**src/rtl/fork_alloc_pkg.sv**
```systemverilog
package fork_alloc_pkg;
    typedef enum logic [1:0] {
        ST_IDLE  = 2'd0,
        ST_SCAN  = 2'd1,
        ST_CLAIM = 2'd2,
        ST_FAIL  = 2'd3
    } fork_state_e;

    localparam int EXC_W = 3;
    localparam logic [EXC_W-1:0] EXC_NO_FREE_CTX = 3'd1;
    localparam int RUN_W = 2;
    localparam logic [RUN_W-1:0] RUN_RUNNING = 2'd0;
endpackage

```
**src/rtl/fork_elig.sv**
```systemverilog
module fork_elig #(
    parameter int NUM_CTX = 8,
    parameter int VPE_W   = 2
) (
    input  logic [NUM_CTX*VPE_W-1:0] ctx_vpe,
    input  logic [VPE_W-1:0]         req_vpe,
    input  logic [NUM_CTX-1:0]       ctx_dyn,
    input  logic [NUM_CTX-1:0]       ctx_halt,
    input  logic [NUM_CTX-1:0]       ctx_active,
    output logic [NUM_CTX-1:0]       elig
);
    // One eligibility term per context: same VPE, allocatable, running, free.
    for (genvar t = 0; t < NUM_CTX; t++) begin : g_ctx
        assign elig[t] = (ctx_vpe[t*VPE_W +: VPE_W] == req_vpe)
                       && ctx_dyn[t] && !ctx_halt[t] && !ctx_active[t];
    end
endmodule

```
**src/rtl/fork_scan.sv**
```systemverilog
module fork_scan
    import fork_alloc_pkg::*;
#(
    parameter int NUM_CTX = 8,
    parameter int IDX_W   = (NUM_CTX > 1) ? $clog2(NUM_CTX) : 1
) (
    input  logic               clk,
    input  logic               rst_n,
    input  logic               start,
    input  logic [NUM_CTX-1:0] elig,
    input  logic [IDX_W-1:0]   ctx_limit,
    output fork_state_e        state,
    output logic [IDX_W-1:0]   idx
);
    localparam logic [IDX_W-1:0] TOP_IDX = IDX_W'(NUM_CTX - 1);

    fork_state_e      state_nx;
    logic [IDX_W-1:0] idx_nx;
    logic             at_last;

    assign at_last = (idx == ctx_limit) || (idx == TOP_IDX);

    always_ff @(posedge clk) begin
        if (!rst_n) begin
            state <= ST_IDLE;
            idx   <= '0;
        end else begin
            state <= state_nx;
            idx   <= idx_nx;
        end
    end

    always_comb begin
        state_nx = state;
        idx_nx   = idx;
        unique case (state)
            ST_IDLE: begin
                if (start) begin
                    state_nx = ST_SCAN;
                    idx_nx   = '0;
                end
            end
            ST_SCAN: begin
                if (elig[idx]) begin
                    state_nx = ST_CLAIM;  // idx keeps the claimed index
                end else if (at_last) begin
                    state_nx = ST_FAIL;
                end else begin
                    idx_nx = idx + 1'b1;
                end
            end
            ST_CLAIM: state_nx = ST_IDLE;
            ST_FAIL:  state_nx = ST_IDLE;
            default:  state_nx = ST_IDLE;
        endcase
    end
endmodule

```
**src/rtl/fork_alloc.sv**
```systemverilog
module fork_alloc
    import fork_alloc_pkg::*;
#(
    parameter int NUM_CTX = 8,
    parameter int PC_W    = 32,
    parameter int DATA_W  = 32,
    parameter int REG_W   = 5,
    parameter int VPE_W   = 2,
    parameter int MODE_W  = 2,
    parameter int ASID_W  = 8,
    parameter int IDX_W   = (NUM_CTX > 1) ? $clog2(NUM_CTX) : 1
) (
    input  logic                     clk,
    input  logic                     rst_n,
    input  logic                     fork_req,
    input  logic [PC_W-1:0]          fork_pc,
    input  logic [REG_W-1:0]         fork_rd,
    input  logic [DATA_W-1:0]        fork_val,
    input  logic [VPE_W-1:0]         req_vpe,
    input  logic [MODE_W-1:0]        req_mode,
    input  logic [ASID_W-1:0]        req_asid,
    input  logic [IDX_W-1:0]         ctx_limit,
    input  logic [NUM_CTX*VPE_W-1:0] ctx_vpe,
    input  logic [NUM_CTX-1:0]       ctx_dyn,
    input  logic [NUM_CTX-1:0]       ctx_halt,
    input  logic [NUM_CTX-1:0]       ctx_active,
    output logic                     busy,
    output logic                     done,
    output logic                     claim_ok,
    output logic                     fault,
    output logic [EXC_W-1:0]         exc_code,
    output logic [IDX_W-1:0]         tgt_idx,
    output logic                     restart_we,
    output logic [PC_W-1:0]          restart_pc,
    output logic                     reg_we,
    output logic [REG_W-1:0]         reg_idx,
    output logic [DATA_W-1:0]        reg_data,
    output logic                     stat_we,
    output logic [RUN_W-1:0]         stat_run,
    output logic                     stat_delay,
    output logic                     stat_dirty,
    output logic                     stat_active,
    output logic [MODE_W-1:0]        stat_mode,
    output logic [ASID_W-1:0]        stat_asid
);
    fork_state_e       state;
    logic [IDX_W-1:0]  idx;
    logic [NUM_CTX-1:0] elig;
    logic              start;
    logic [VPE_W-1:0]  vpe_q;
    logic [PC_W-1:0]   pc_q;
    logic [REG_W-1:0]  rd_q;
    logic [DATA_W-1:0] val_q;
    logic [MODE_W-1:0] mode_q;
    logic [ASID_W-1:0] asid_q;

    assign start = (state == ST_IDLE) && fork_req;

    // Operands are captured only on acceptance, so requests seen while busy leave them alone.
    always_ff @(posedge clk) begin
        if (!rst_n) begin
            vpe_q  <= '0;
            pc_q   <= '0;
            rd_q   <= '0;
            val_q  <= '0;
            mode_q <= '0;
            asid_q <= '0;
        end else if (start) begin
            vpe_q  <= req_vpe;
            pc_q   <= fork_pc;
            rd_q   <= fork_rd;
            val_q  <= fork_val;
            mode_q <= req_mode;
            asid_q <= req_asid;
        end
    end

    fork_elig #(.NUM_CTX(NUM_CTX), .VPE_W(VPE_W)) u_elig (
        .ctx_vpe    (ctx_vpe),
        .req_vpe    (vpe_q),
        .ctx_dyn    (ctx_dyn),
        .ctx_halt   (ctx_halt),
        .ctx_active (ctx_active),
        .elig       (elig)
    );

    fork_scan #(.NUM_CTX(NUM_CTX), .IDX_W(IDX_W)) u_scan (
        .clk       (clk),
        .rst_n     (rst_n),
        .start     (start),
        .elig      (elig),
        .ctx_limit (ctx_limit),
        .state     (state),
        .idx       (idx)
    );

    always_comb begin
        busy        = 1'b0;
        done        = 1'b0;
        claim_ok    = 1'b0;
        fault       = 1'b0;
        exc_code    = '0;
        tgt_idx     = '0;
        restart_we  = 1'b0;
        restart_pc  = '0;
        reg_we      = 1'b0;
        reg_idx     = '0;
        reg_data    = '0;
        stat_we     = 1'b0;
        stat_run    = '0;
        stat_delay  = 1'b0;
        stat_dirty  = 1'b0;
        stat_active = 1'b0;
        stat_mode   = '0;
        stat_asid   = '0;
        unique case (state)
            ST_IDLE: ;
            ST_SCAN: busy = 1'b1;
            ST_CLAIM: begin
                busy        = 1'b1;
                done        = 1'b1;
                claim_ok    = 1'b1;
                tgt_idx     = idx;
                restart_we  = 1'b1;
                restart_pc  = pc_q;
                reg_we      = 1'b1;
                reg_idx     = rd_q;
                reg_data    = val_q;
                stat_we     = 1'b1;
                stat_run    = RUN_RUNNING;
                stat_delay  = 1'b0;
                stat_dirty  = 1'b1;
                stat_active = 1'b1;
                stat_mode   = mode_q;
                stat_asid   = asid_q;
            end
            ST_FAIL: begin
                busy     = 1'b1;
                done     = 1'b1;
                fault    = 1'b1;
                exc_code = EXC_NO_FREE_CTX;
            end
            default: ;
        endcase
    end
endmodule

```
**config.mk**
```make
export PLATFORM = sky130hd
export DESIGN_NAME = fork_alloc
export DESIGN_NICKNAME = d
export VERILOG_FILES = /design/src/rtl/fork_alloc_pkg.sv /design/src/rtl/fork_elig.sv /design/src/rtl/fork_scan.sv /design/src/rtl/fork_alloc.sv
export SDC_FILE = /design/constraint.sdc
export NUM_CORES = 1
export LEC_CHECK = 0
export BUFFER_PORTS_ARGS = -buffer_cell sky130_fd_sc_hd__buf_4
export CAP_MARGIN = 5
export CORE_ASPECT_RATIO = 0.75
export CORE_UTILIZATION = 42
export CTS_CLUSTER_SIZE = 20
export DETAILED_ROUTE_END_ITERATION = 6
export HOLD_SLACK_MARGIN = 0.05
export PLACE_DENSITY = 0.77
export SYNTH_ARGS = -nofsm -noshare
export SYNTH_HDL_FRONTEND = slang
export SYNTH_HIERARCHICAL = 1
export SYNTH_SLANG_ARGS = --single-unit
```
**constraint.sdc**
```tcl
create_clock -name clk -period 2.05 [get_ports clk]
set_input_delay 0.3075 -clock clk [delete_from_list [all_inputs] [get_ports clk]]
set_output_delay 0.3075 -clock clk [all_outputs]
set_load 0.01 [all_outputs]
```
# Yosys cells after proc, flatten, opt, wreduce, memory -nomap -nowiden
# Index checks and enable logic that the tools add are counted.
[totals]
inputBits = 127
register_bits = 86
out_inout_bits = 97
[op_classes]
n_addsub = 1
eq_ne = 17
mux = 21
n_reduce_logical = 48
order_cmp = 1
[op_table]
columns = ["cell", "count"]
rows = [
  ["32-bit 2-to-1 mux", 2],
  ["1-bit logical AND", 25],
  ["2-bit equality test", 8],
  ["1-bit zero test", 16],
  ["3-bit 2-to-1 mux", 4],
  ["2-bit 2-to-1 mux", 4],
  ["8-bit 2-to-1 mux", 1],
  ["1-bit 2-to-1 mux", 6],
  ["2-bit != test (second input constant)", 3],
  ["2-bit case mux with 3 select lines", 1],
  ["3-bit case mux with 2 select lines", 1],
  ["5-bit 2-to-1 mux", 1],
  ["2-bit equality test (second input constant)", 2],
  ["3-bit by 4-bit < comparator with 1-bit output (second input constant)", 1],
  ["4-bit AND reduction", 1],
  ["3-bit by 1-bit adder with 3-bit output (second input constant)", 1],
  ["1-bit binary-select mux with 3-bit select", 1],
  ["3-bit equality test", 1],
  ["3-bit equality test (second input constant)", 1],
  ["3-bit by 1-bit != test with 1-bit output (second input constant)", 1],
  ["3-bit OR reduction", 1],
  ["2-bit by 1-bit equality test with 1-bit output (second input constant)", 1],
  ["2-bit zero test", 1],
  ["2-bit AND reduction", 1],
  ["other kinds (3)", 3],
]

# Logic depth before layout (Yosys ltp)
# Gate-level depths: netlist (run 1).
[logic_depth]
word_depth = 8
mapped_depth = 7
depth_no_buf = 6

# By module
# The synthesis (run 1) kept the hierarchy.
[by_module_without_submodules]
columns = ["mod", "seq_area_each_um2", "area_per_inst_um2", "n_inst", "cells_each"]
rows = [
  ["fork_alloc", 1621.6, 3975.1, 1, 459],
  ["fork_scan", 100.1, 332.8, 1, 31],
  ["fork_elig", 0.0, 262.8, 1, 34],
]

# Least setup slack after synthesis (run 1)
# No wires, ideal clock.
[synth_path]
kind = "flip-flop to flip-flop"
startpoint = "reg vpe_q[0]"
endpoint = "reg u_scan.idx[1]"
path_stages_with_launch = 8
setup_ns = 0.117
arrival_ns = 1.901
required_ns = 1.933
path_slack_ns = 0.031
path_buffers = 1
synth_period_minus_slack_ns = 2.019
cell_sequence = "dfxtp_1 -> buf_6 -> xnor2_1 -> and4_1 -> mux4_1 -> mux2_4 -> a32o_1 -> a32o_1"
[synth_via]
elab_chain_cells = 8
word_cells_on_any_way = 36
[synth_lines]
columns = ["item", "line", "text"]
rows = [
  ["start, declared", "fork_alloc.sv:50", "logic [VPE_W-1:0] vpe_q;"],
  ["start signal, assigned", "fork_alloc.sv:69", "vpe_q <= req_vpe;"],
  ["2-bit equality test", "fork_elig.sv:14", "assign elig[t] = (ctx_vpe[t*VPE_W +: VPE_W] == req_vpe)"],
  ["1-bit logical AND (3 in a row)", "fork_elig.sv:15", "&& ctx_dyn[t] && !ctx_halt[t] && !ctx_active[t];"],
  ["net elig[1]", "fork_alloc.sv:48", "logic [NUM_CTX-1:0] elig;"],
  ["1-bit binary-select mux with 3-bit select", "fork_scan.sv:44", "if (elig[idx]) begin"],
  ["1-bit 2-to-1 mux (not written as such)", "fork_scan.sv:44", ""],
  ["2-bit != test (no line)", "-", ""],
  ["4-bit AND reduction (no line)", "-", ""],
  ["end signal, assigned", "fork_scan.sv:29", "idx <= idx_nx;"],
  ["end, declared", "fork_scan.sv:13", "output logic [IDX_W-1:0] idx"],
]
# The timed path passes the listed nets, and every way through them passes these cells. The select of a mux whose other input is x is not followed.
# A chain may end at the register's enable or synchronous reset.

# Final worst setup path (run 1)
[layout_path]
startpoint = "reg vpe_q[0]"
endpoint = "reg u_scan.idx[2]"
# The elaborated chain is that of the path after synthesis.

==> run summary, run 1 <==
outcome - finished with violations
failing checks - negative setup slack
Synth warnings - 6
Crit Path Class - reg2reg
Clock power frac - 36.3%
adder-cell share of the synthesized area - 0.547%
post-detailed-route via-to-cell ratio - 4.73
Clock Path Buffers - 2
number of endpoints with negative hold slack in the final report - 0
fillcell total - 923
largest net degree at the start of global routing - 111
area of combinational cells with multiple inputs - 2470 um2
combinational cell fraction of total power - 19.8%
Pwr per Cell Area - 687 nW/um2
crit path launch type - flop
share of the clock period used by the worst path - 101%
max-cap viol count - 0
Detailed Route WL - 11400 um
portion of total power attributed to sequential cells - 43.9%
# IOs - 224
top library cells by usage in the layout, fill and taps aside - sky130_fd_sc_hd__buf_4 (221), sky130_fd_sc_hd__nand2_1 (163), sky130_fd_sc_hd__and2_1 (83), sky130_fd_sc_hd__dfxtp_1 (83), sky130_fd_sc_hd__mux2i_1 (81)
largest cells by area after synthesis - sky130_fd_sc_hd__dfxtp_1 (38%), sky130_fd_sc_hd__mux2i_1 (18%), sky130_fd_sc_hd__nand2_1 (13%)
worst clock skew - 0.00644 ns
number of setup buffers added after CTS - 0
number of cells in the finished layout apart from fillers - 854
storage element area - 1730 um2
maximum clock frequency - 484 MHz
CP required - 2.27 ns
fin crit period - 2.07 ns
Total Die Area - 11300 um2
highest net fanout along the worst path - 9
via count of the routed design - 4040
Final Total Pwr - 4.40 mW
biggest area consumer among synthesized cells - sky130_fd_sc_hd__dfxtp_1
mux cell area share after synthesis - 19.2%
area added between synthesis and finish - 40.0%
crit path cell chain - xnor2_1 -> and4_1 -> mux4_2 -> mux2_4 -> a32o_2 -> a32o_1
synthesized area per cell - 8.72 um2
xor/xnor cell area share of the yosys netlist - 3.64%
net load switching power - 1.12 mW
dominant combinational cell family by area after synthesis - simple AND/OR/NAND/NOR gates
total internal power - 3.27 mW
Root Driver - sky130_fd_sc_hd__clkbuf_16
fin worst setup slack - -0.0165 ns
number of nets with antenna violations after routing - 0
grt ovf - 0
share of synthesized area occupied by flip-flops and latches - 37.7%
leading cell type in the layout, fill and taps excluded - sky130_fd_sc_hd__buf_4
Die Y - 92.3 um
final routed wire length divided by cell count - 13.3 um
CTS sink count - 86
weighted congestion at the end of routability-driven global placement - 0.859
overall global routing resource usage - 20.2%
data arrival time of the worst path - 2.29 ns
H-tree depth - 3
synthesized-area fraction occupied by ao, oa, aoi and oai cells - 1.48%
Synth top area share - 37.7%
Net count, final - 843
setup-violating endpoint count in the final report - 3
Post-route DRC - 0
initial standard-cell utilization of the core - 43.7%
post-synthesis cell count - 524
share of final-layout standard cells stronger than drive strength 1 - 35.0%
Switching Share - 25.6%
number of buffers added by the clock tree synthesis step - 9
vias in the first global route - 3879
Cell Rows - 32
insertion delay of the later-clocked pin in the worst-skew pair - 0.33 ns
clock-pin slew on the worst setup and hold paths - 0.06 ns
cell at the slowest stage of the critical path - sky130_fd_sc_hd__mux4_2
distinct cell type count of the synthesized netlist - 30
wire length of the first global-routing pass - 18200 um
DRT iter0 DRCs - 129
Hold Crit Class - in2reg
initial antenna violation count - 0
drt pass-1 iters - 4
WP buf/inv - 0
Peak supply drop - 0.460 mV
Inserted Diodes - 0
clock tree from TritonCTS - done
Slowest Stage Delay on Critical Path - 0.46 ns
Post-Synth Simple-Gate Area - 28.3%
sort of element at the end of the critical path - flop
Top Family by Delay on Critical Path - multiplexers
placed wire-length estimate - 8350 um
die extent in x - 122 um
FF+latch count, synth - 86
cell count after placement - 840
core area - 10500 um2
standby leakage power - 3.11 nW
unrepaired setup endpoints after global routing - true
Post-Syn Area - 4570 um2
Port Buf Inserts - 218
count of pins over their slew limit - 0
count of hold-fix buffers inserted at cts - 0
==> synthesized netlist by cell type (all sizes together) <==
cell type / instances
mux2i: 81
a21oi: 1
conb: 1
o21a: 1
and4: 8
a22o: 1
dfxtp: 86
or2: 2
buf: 35
nand2b: 1
o21ai: 1
mux4: 2
a32o: 3
and2: 83
ha: 2
inv: 1
nor2b: 1
nor2: 13
xnor2: 16
xor2: 3
clkbuf: 15
nand2: 163
a22oi: 1
mux2: 1
nor3b: 2
==> worst reg2reg max path, delay by kind of cell (launching register included) <==
family | cells | cell delay (ns)
mux | 2 | 0.75
compound gates | 2 | 0.47
flops | 1 | 0.40
simple gates | 1 | 0.20
xor+xnor | 1 | 0.15
==> power groups by stage <==
stage	clock, mW	combinational (mW)	sequential (mW)
after floorplan	0	0.645	1.92
after CTS	1.65	0.877	1.93
after detailed placement	0	0.881	1.96
after global routing	1.72	0.949	1.95
final	1.59	0.871	1.93
after global placement	0	0.854	1.95
==> final cells by class <==
cell class | count | share of cell area (%)
clock buffers | 11 | 3.79
repair buffers | 225 | 27.2
clock inverters | 4 | 0.743
multi-input cells | 391 | 38.5
flip-flops and latches | 86 | 27.0
well taps | 136 | 2.66
inverters | 1 | 0.0587
==> metrics by stage <==
stage | TNS, ns | hold slack, ns | worst slack, ns | utilization, % | area (um2)
after floorplan | 0 | 0.430 | 0.0315 | - | 4590
after global placement | -0.593 | 0.438 | -0.160 | 58.6 | 6120
after detailed placement | -1.16 | 0.443 | -0.279 | 58.6 | 6120
after CTS | -0.000297 | 0.202 | -0.000297 | 61.2 | 6400
after global routing | -0.130 | 0.217 | -0.0447 | 61.2 | 6400
final | -0.0311 | 0.213 | -0.0165 | 61.2 | 6400
==> cells by family after synthesis <==
logic type / after synthesis
buffers and inverters: 51
other: 1
adders and majority gates: 2
xor gates and xnor gates: 19
DFF: 86
muxes: 84
and+or+nand+nor: 273
AOI/OAI and AO/OA: 8
==> per-layer routing <==
| layer | GRT usage [%] | vias to the layer above | part of all wire, % |
|---|---|---|---|
| met5 | 0 | - | 0 |
| met4 | 7.11 | 0 | 2.1 |
| met3 | 8.68 | 23 | 9.7 |
| met2 | 32.0 | 146 | 45 |
| met1 | 24.2 | 1833 | 43 |
| li1 | - | 2038 | - |
==> sequential cells by signal, indices dropped and copies added, names as in the netlist <==
register,flops
u_scan/state,2
asid_q,8
vpe_q,2
pc_q,32
mode_q,2
rd_q,5
val_q,32
u_scan/idx,3
==> timing repair <==
item	CTS	global route
pin swaps	4	0
cloned	0	0
gates resized for setup	8	2
endpoints found under the setup margin	5	82
==> path summary, 6_finish.rpt <==
kind	from	end	slack, ns	cells after the start
worst max-delay path	vpe_q[0]$_SDFFE_PN0P_	u_scan/idx[2]$_SDFFE_PN0P_	-0.02	6
worst min-delay path	req_vpe[0]	vpe_q[0]$_SDFFE_PN0P_	0.21	3
worst max register to register	vpe_q[0]$_SDFFE_PN0P_	u_scan/idx[2]$_SDFFE_PN0P_	-0.02	6
worst min register to register	val_q[6]$_SDFFE_PN0P_	val_q[6]$_SDFFE_PN0P_	0.45	2
No activity file was read; power rests on OpenSTA's default activity.
==> run 2, diff against run 1 <==
--- a/config.mk
+++ b/config.mk
@@ -8,11 +8,11 @@
 export BUFFER_PORTS_ARGS = -buffer_cell sky130_fd_sc_hd__buf_4
 export CAP_MARGIN = 5
 export CORE_ASPECT_RATIO = 0.75
-export CORE_UTILIZATION = 42
+export CORE_UTILIZATION = 50
 export CTS_CLUSTER_SIZE = 20
 export DETAILED_ROUTE_END_ITERATION = 6
 export HOLD_SLACK_MARGIN = 0.05
-export PLACE_DENSITY = 0.77
+export PLACE_DENSITY = 0.86
 export SYNTH_ARGS = -nofsm -noshare
 export SYNTH_HDL_FRONTEND = slang
 export SYNTH_HIERARCHICAL = 1
==> constraint.sdc (replaced) <==
create_clock -name clk -period 2.39 [get_ports clk]
set_input_delay 0.3585 -clock clk [delete_from_list [all_inputs] [get_ports clk]]
set_output_delay 0.3585 -clock clk [all_outputs]
set_load 0.01 [all_outputs]
==> run summary, run 2 (same netlist as run 1, synthesis figures left out) <==
Total Die Area - 9530 um2
sort of element at the end of the critical path - flop
clock-pin slew on the worst setup and hold paths - 0.06 ns
crit path launch type - flop
Peak supply drop - 0.450 mV
highest net fanout along the worst path - 9
Worst Hold Path Cells - 3
vias in the first global route - 3994
post-detailed-route via-to-cell ratio - 4.88
clock tree from TritonCTS - done
Final Total Pwr - 3.75 mW
DRT iter0 DRCs - 230
dpl cell area - 6050 um2
share of the clock period used by the worst path - 92.1%
placed wire-length estimate - 8330 um
# IOs - 224
number of endpoints with negative hold slack in the final report - 0
CP required - 2.61 ns
H-tree depth - 3
outcome - complete, no violations
Die Y - 84.8 um
fin crit period - 2.20 ns
share of final-layout standard cells stronger than drive strength 1 - 34.2%
die extent in x - 112 um
setup-violating endpoint count in the final report - 0
drt pass-1 iters - 4
initial antenna violation count - 0
Detailed Route WL - 11200 um
leading cell type in the layout, fill and taps excluded - sky130_fd_sc_hd__buf_4
insertion delay of the later-clocked pin in the worst-skew pair - 0.33 ns
Cell Rows - 29
unrepaired setup endpoints after global routing - false
grt ovf - 0
count of pins over their slew limit - 0
core area - 8670 um2
overall global routing resource usage - 24.0%
Post-route DRC - 0
Crit Path Class - reg2reg
Inserted Diodes - 0
wire length of the first global-routing pass - 18400 um
final cell area excluding filler cells - 6340 um2
Hold Crit Class - in2reg
largest net degree at the start of global routing - 81
data arrival time of the worst path - 2.42 ns
r2r worst-path depth - 6
worst clock skew - 0.00367 ns
standby leakage power - 3.10 nW
Port Buf Inserts - 218
Root Driver - sky130_fd_sc_hd__clkbuf_16
Net count, final - 841
Regs by FF count - pc_q: 32 flops, val_q: 32 flops, asid_q: 8 flops
number of nets with antenna violations after routing - 0
initial standard-cell utilization of the core - 52.7%
Worst R2R Setup Slack - 0.19 ns
number of buffers added by the clock tree synthesis step - 9
fin worst setup slack - 0.188 ns
Clock Path Buffers - 2
CTS sink count - 86
top library cells by usage in the layout, fill and taps aside - sky130_fd_sc_hd__buf_4 (219), sky130_fd_sc_hd__nand2_1 (163), sky130_fd_sc_hd__dfxtp_1 (84)
summed negative setup slack over all endpoints - 0 ns
Pwr per Cell Area - 592 nW/um2
max-cap viol count - 0
maximum clock frequency - 454 MHz
area added between synthesis and finish - 38.8%
final routed wire length divided by cell count - 13.6 um
weighted congestion at the end of routability-driven global placement - 0.912
via count of the routed design - 4030
post-placement setup slack - 0.0705 ns
run 2: changes by cell type in the layout (fill, tap and decap cells not counted), moves of 2 or more:
cell and delta:
sky130_fd_sc_hd__clkinv_4 +2, sky130_fd_sc_hd__buf_4 -2, sky130_fd_sc_hd__mux4_2 -2, sky130_fd_sc_hd__dfxtp_4 -2, sky130_fd_sc_hd__mux4_1 +2
run 2: cell type report:
class / count / area (um2)
Clock inverter: 5 / 60.1
Multi-Input combinational cell: 391 / 2460
Clock buffer: 11 / 233
Tap cell: 108 / 135
Sequential cell: 86 / 1720
Fill cell: 650 / 2330
Inverter: 1 / 3.75
Timing Repair Buffer: 223 / 1720
run 2: what timing repair did:
action / CTS / global route
setup buffers: 0 / 0
endpoints found under the setup margin: 0 / 3
resized for setup: 0 / 2
hold buffers: 0 / 0
run 2: metrics by stage:
stage	util (%)	hold WS [ns]	std cells
2_1_floorplan	-	0.430	528
3_3_place_gp	69.8	0.438	809
3_5_place_dp	69.8	0.444	809
4_1_cts	73.1	0.264	825
5_1_grt	73.2	0.268	825
6_report	73.2	0.277	825
run 2: metal layers:
| metal | GRT usage [%] | vias up | wire [um] |
|---|---|---|---|
| met5 | 0 | - | 0 |
| met4 | 8.48 | 0 | 214 |
| met3 | 8.95 | 22 | 990 |
| met2 | 41.1 | 156 | 5280 |
| met1 | 27.7 | 1817 | 4750 |
| li1 | - | 2035 | - |
run 2: worst paths after layout:
kind,start,end
max,vpe_q[1]$_SDFFE_PN0P_,u_scan/idx[1]$_SDFFE_PN0P_
min,req_asid[5],asid_q[5]$_SDFFE_PN0P_
max reg2reg,vpe_q[1]$_SDFFE_PN0P_,u_scan/idx[1]$_SDFFE_PN0P_
min reg2reg,pc_q[10]$_SDFFE_PN0P_,pc_q[10]$_SDFFE_PN0P_
run 2: report_power, final:
| group | internal [mW] | switching, mW | leakage, nW | total (mW) |
|---|---|---|---|---|
| registers | 1.57 | 0.0843 | 0.708 | 1.66 |
| clock network | 0.812 | 0.549 | 0.140 | 1.36 |
| logic | 0.400 | 0.336 | 2.25 | 0.736 |
| total | 2.78 | 0.969 | 3.10 | 3.75 |
run 2: worst max-delay path: stages (launching register included):
cell	delay, ns
sky130_fd_sc_hd__dfxtp_2	0.49
sky130_fd_sc_hd__xnor2_1	0.13
sky130_fd_sc_hd__and4_1	0.22
sky130_fd_sc_hd__mux4_1	0.50
sky130_fd_sc_hd__mux2_4	0.29
sky130_fd_sc_hd__a32o_1	0.24
sky130_fd_sc_hd__a32o_1	0.22
==> run 3, diff against run 2 <==
--- a/config.mk
+++ b/config.mk
@@ -8,12 +8,11 @@
 export BUFFER_PORTS_ARGS = -buffer_cell sky130_fd_sc_hd__buf_4
 export CAP_MARGIN = 5
 export CORE_ASPECT_RATIO = 0.75
-export CORE_UTILIZATION = 50
+export CORE_UTILIZATION = 49
 export CTS_CLUSTER_SIZE = 20
 export DETAILED_ROUTE_END_ITERATION = 6
 export HOLD_SLACK_MARGIN = 0.05
 export PLACE_DENSITY = 0.86
 export SYNTH_ARGS = -nofsm -noshare
 export SYNTH_HDL_FRONTEND = slang
-export SYNTH_HIERARCHICAL = 1
 export SYNTH_SLANG_ARGS = --single-unit
==> run summary, run 3 <==
outcome - complete, no violations
Peak supply drop - 0.517 mV
distinct cell type count of the synthesized netlist - 33
max-cap viol count - 0
count of pins over their slew limit - 0
CP required - 2.03 ns
final cell area excluding filler cells - 6090 um2
largest net degree at the start of global routing - 90
DRT iter0 DRCs - 271
post_cts resized - 0
post-placement setup slack - 0.520 ns
largest cells by area after synthesis - sky130_fd_sc_hd__dfxtp_1 (41%), sky130_fd_sc_hd__nand2_1 (15%), sky130_fd_sc_hd__a21boi_0 (14%)
crit path launch type - flop
number of endpoints with negative hold slack in the final report - 0
final routed wire length divided by cell count - 13.8 um
Die Y - 82.5 um
launch instance of the worst register-to-register path - vpe_q[0]$_SDFFE_PN0P_
setup-violating endpoint count in the final report - 0
overall global routing resource usage - 24.9%
weighted congestion at the end of routability-driven global placement - 0.865
Hold Crit Class - in2reg
Post-route DRC - 0
CTS sink count - 86
FF+latch count, synth - 86
dpl cell area - 5800 um2
wire length of the first global-routing pass - 17500 um
Cell Rows - 28
Final Total Pwr - 3.52 mW
leading cell type in the layout, fill and taps excluded - sky130_fd_sc_hd__buf_4
Clock Path Buffers - 2
placed wire-length estimate - 8170 um
Root Driver - sky130_fd_sc_hd__clkbuf_16
vias in the first global route - 3748
worst clock skew - 0.00843 ns
Total Die Area - 9020 um2
H-tree depth - 3
standby leakage power - 2.77 nW
most used routing layer in global routing - met2
Post-Syn Area - 4230 um2
summed negative setup slack over all endpoints - 0 ns
highest net fanout along the worst path - 47
post-synthesis cell count - 529
Worst Hold Path Cells - 3
Inserted Diodes - 0
worst-case headroom to the max-slew limit - 50.2%
top library cells by usage in the layout, fill and taps aside - sky130_fd_sc_hd__buf_4 (224), sky130_fd_sc_hd__nand2_1 (164), sky130_fd_sc_hd__dfxtp_1 (86)
grt ovf - 0
area added between synthesis and finish - 43.9%
share of the clock period used by the worst path - 81.9%
fin worst setup slack - 0.432 ns
insertion delay of the later-clocked pin in the worst-skew pair - 0.33 ns
synthesized area per cell - 8.00 um2
number of nets with antenna violations after routing - 0
sort of element at the end of the critical path - output pin
share of synthesized area occupied by flip-flops and latches - 40.7%
destination of the worst register-to-register timing path - u_scan.state[1]$_SDFFE_PN0P_
Synth top area share - 40.7%
Detailed Route WL - 11400 um
number of buffers added by the clock tree synthesis step - 9
hold path endpoint - pc_q[17]$_SDFFE_PN0P_
share of final-layout standard cells stronger than drive strength 1 - 34.8%
Regs by FF count - pc_q: 32 flops, val_q: 32 flops, asid_q: 8 flops
met2 demand-to-capacity share in global routing - 41.4%
slew at the pin closest to its max-slew limit - 0.747 ns
Crit Path Class - reg2out
count of hold-fix buffers inserted at cts - 0
async set-or-reset flop fraction in the synthesized netlist - 0%
met3 routing resource usage after global routing - 8.32%
maximum clock frequency - 511 MHz
via count of the routed design - 4071
most numerous cell types in the synthesized netlist - sky130_fd_sc_hd__nand2_1 (165), sky130_fd_sc_hd__dfxtp_1 (86), sky130_fd_sc_hd__and2_1 (84), sky130_fd_sc_hd__a21boi_0 (81), sky130_fd_sc_hd__clkbuf_1 (22)
Port Buf Inserts - 218
number of setup buffers added after CTS - 0
Synth Flop Type - sky130_fd_sc_hd__dfxtp_1
Pwr per Cell Area - 578 nW/um2
biggest area consumer among synthesized cells - sky130_fd_sc_hd__dfxtp_1
Synth warnings - 0
number of flops mapped to enable cells by yosys - 0
fin crit period - 1.96 ns
r2r worst-path depth - 6
Worst R2R Setup Slack - 0.50 ns
clock tree from TritonCTS - done
Net count, final - 846
initial standard-cell utilization of the core - 52.1%
unrepaired setup endpoints after global routing - false
initial antenna violation count - 0
# IOs - 224
met1 usage - 30.3%
Hold Path Origin - fork_pc[17]
post-detailed-route via-to-cell ratio - 4.92
count leader, synth - sky130_fd_sc_hd__nand2_1
clock-pin slew on the worst setup and hold paths - 0.07 ns
core area - 8130 um2
drt pass-1 iters - 4
die extent in x - 109 um
data arrival time of the worst path - 1.60 ns
-- run 3: cell count changes in the layout (fill, tap and decap cells not counted), moves of 4 or more --
cell	before	now
sky130_fd_sc_hd__a21boi_0	0	81
sky130_fd_sc_hd__nor4bb_1	0	4
sky130_fd_sc_hd__buf_4	219	224
sky130_fd_sc_hd__nor2_1	13	4
sky130_fd_sc_hd__buf_12	4	0
sky130_fd_sc_hd__nand3_1	0	8
sky130_fd_sc_hd__and4_1	8	0
sky130_fd_sc_hd__mux2i_1	81	3
sky130_fd_sc_hd__nor4b_1	0	4
-- run 3: through the flow --
step                      hold WS (ns)  utilization (%)  std cells
after floorplan                  0.439                -        533
after global placement           0.446             71.3        811
after detailed placement         0.454             71.3        811
after CTS                        0.280             75.0        827
after global routing             0.280             75.0        827
final                            0.287             75.0        827
-- run 3: kinds of logic (layout without fill, tap and decap cells) --
group	after synthesis	in the layout	share of synthesized area, %
and+or+nand+nor	281	281	32.2
AOI/OAI and AO/OA	89	89	16.1
DFF	86	86	40.7
buffers and inverters	52	241	6.59
xor gates and xnor gates	15	15	3.10
muxes	3	3	0.709
adders and majority gates	2	2	0.591
other	1	5	0.0886
-- run 3: how the worst max path moves through the flow --
stage                                  from  slack, ns                           end
6_report       u_scan.state[1]$_SDFFE_PN0P_       0.43                   reg_data[9]
5_1_grt        u_scan.state[1]$_SDFFE_PN0P_       0.30                  reg_data[11]
4_1_cts        u_scan.state[1]$_SDFFE_PN0P_       0.43                   reg_data[9]
3_5_place_dp          vpe_q[1]$_SDFFE_PN0P_       0.52  u_scan.state[1]$_SDFFE_PN0P_
3_3_place_gp          vpe_q[1]$_SDFFE_PN0P_       0.62  u_scan.state[1]$_SDFFE_PN0P_
2_1_floorplan         vpe_q[1]$_SDFFE_PN0P_       0.84  u_scan.state[1]$_SDFFE_PN0P_
-- run 3: layout make-up --
cell class	count	area, um2
inverters	1	3.75
multi-input cells	395	2260
fillers	608	2040
well taps	105	131
flip-flops and latches	86	1720
clock inverters	5	41.3
clock buffers	11	253
repair buffers	224	1680
-- run 3: routing by layer --
layer | vias to the layer above | wire, um | share of wire, %
met4 | 0 | 217 | 1.9
met3 | 20 | 1010 | 8.9
met1 | 1829 | 4790 | 42
met5 | - | 0 | 0
li1 | 2061 | - | -
met2 | 161 | 5380 | 47
-- run 3: power breakdown --
part / total [mW] / internal, mW / switching, mW
Combinational: 0.585 / 0.299 / 0.286
Clock: 1.34 / 0.768 / 0.568
Sequential: 1.60 / 1.54 / 0.0646
-- run 3: worst max-delay path, cell delays in order, from the launching register on --
cell,delay [ns]
sky130_fd_sc_hd__dfxtp_1,0.41
sky130_fd_sc_hd__nor2b_4,0.18
sky130_fd_sc_hd__buf_4,0.35
sky130_fd_sc_hd__and2_1,0.20
sky130_fd_sc_hd__buf_4,0.13
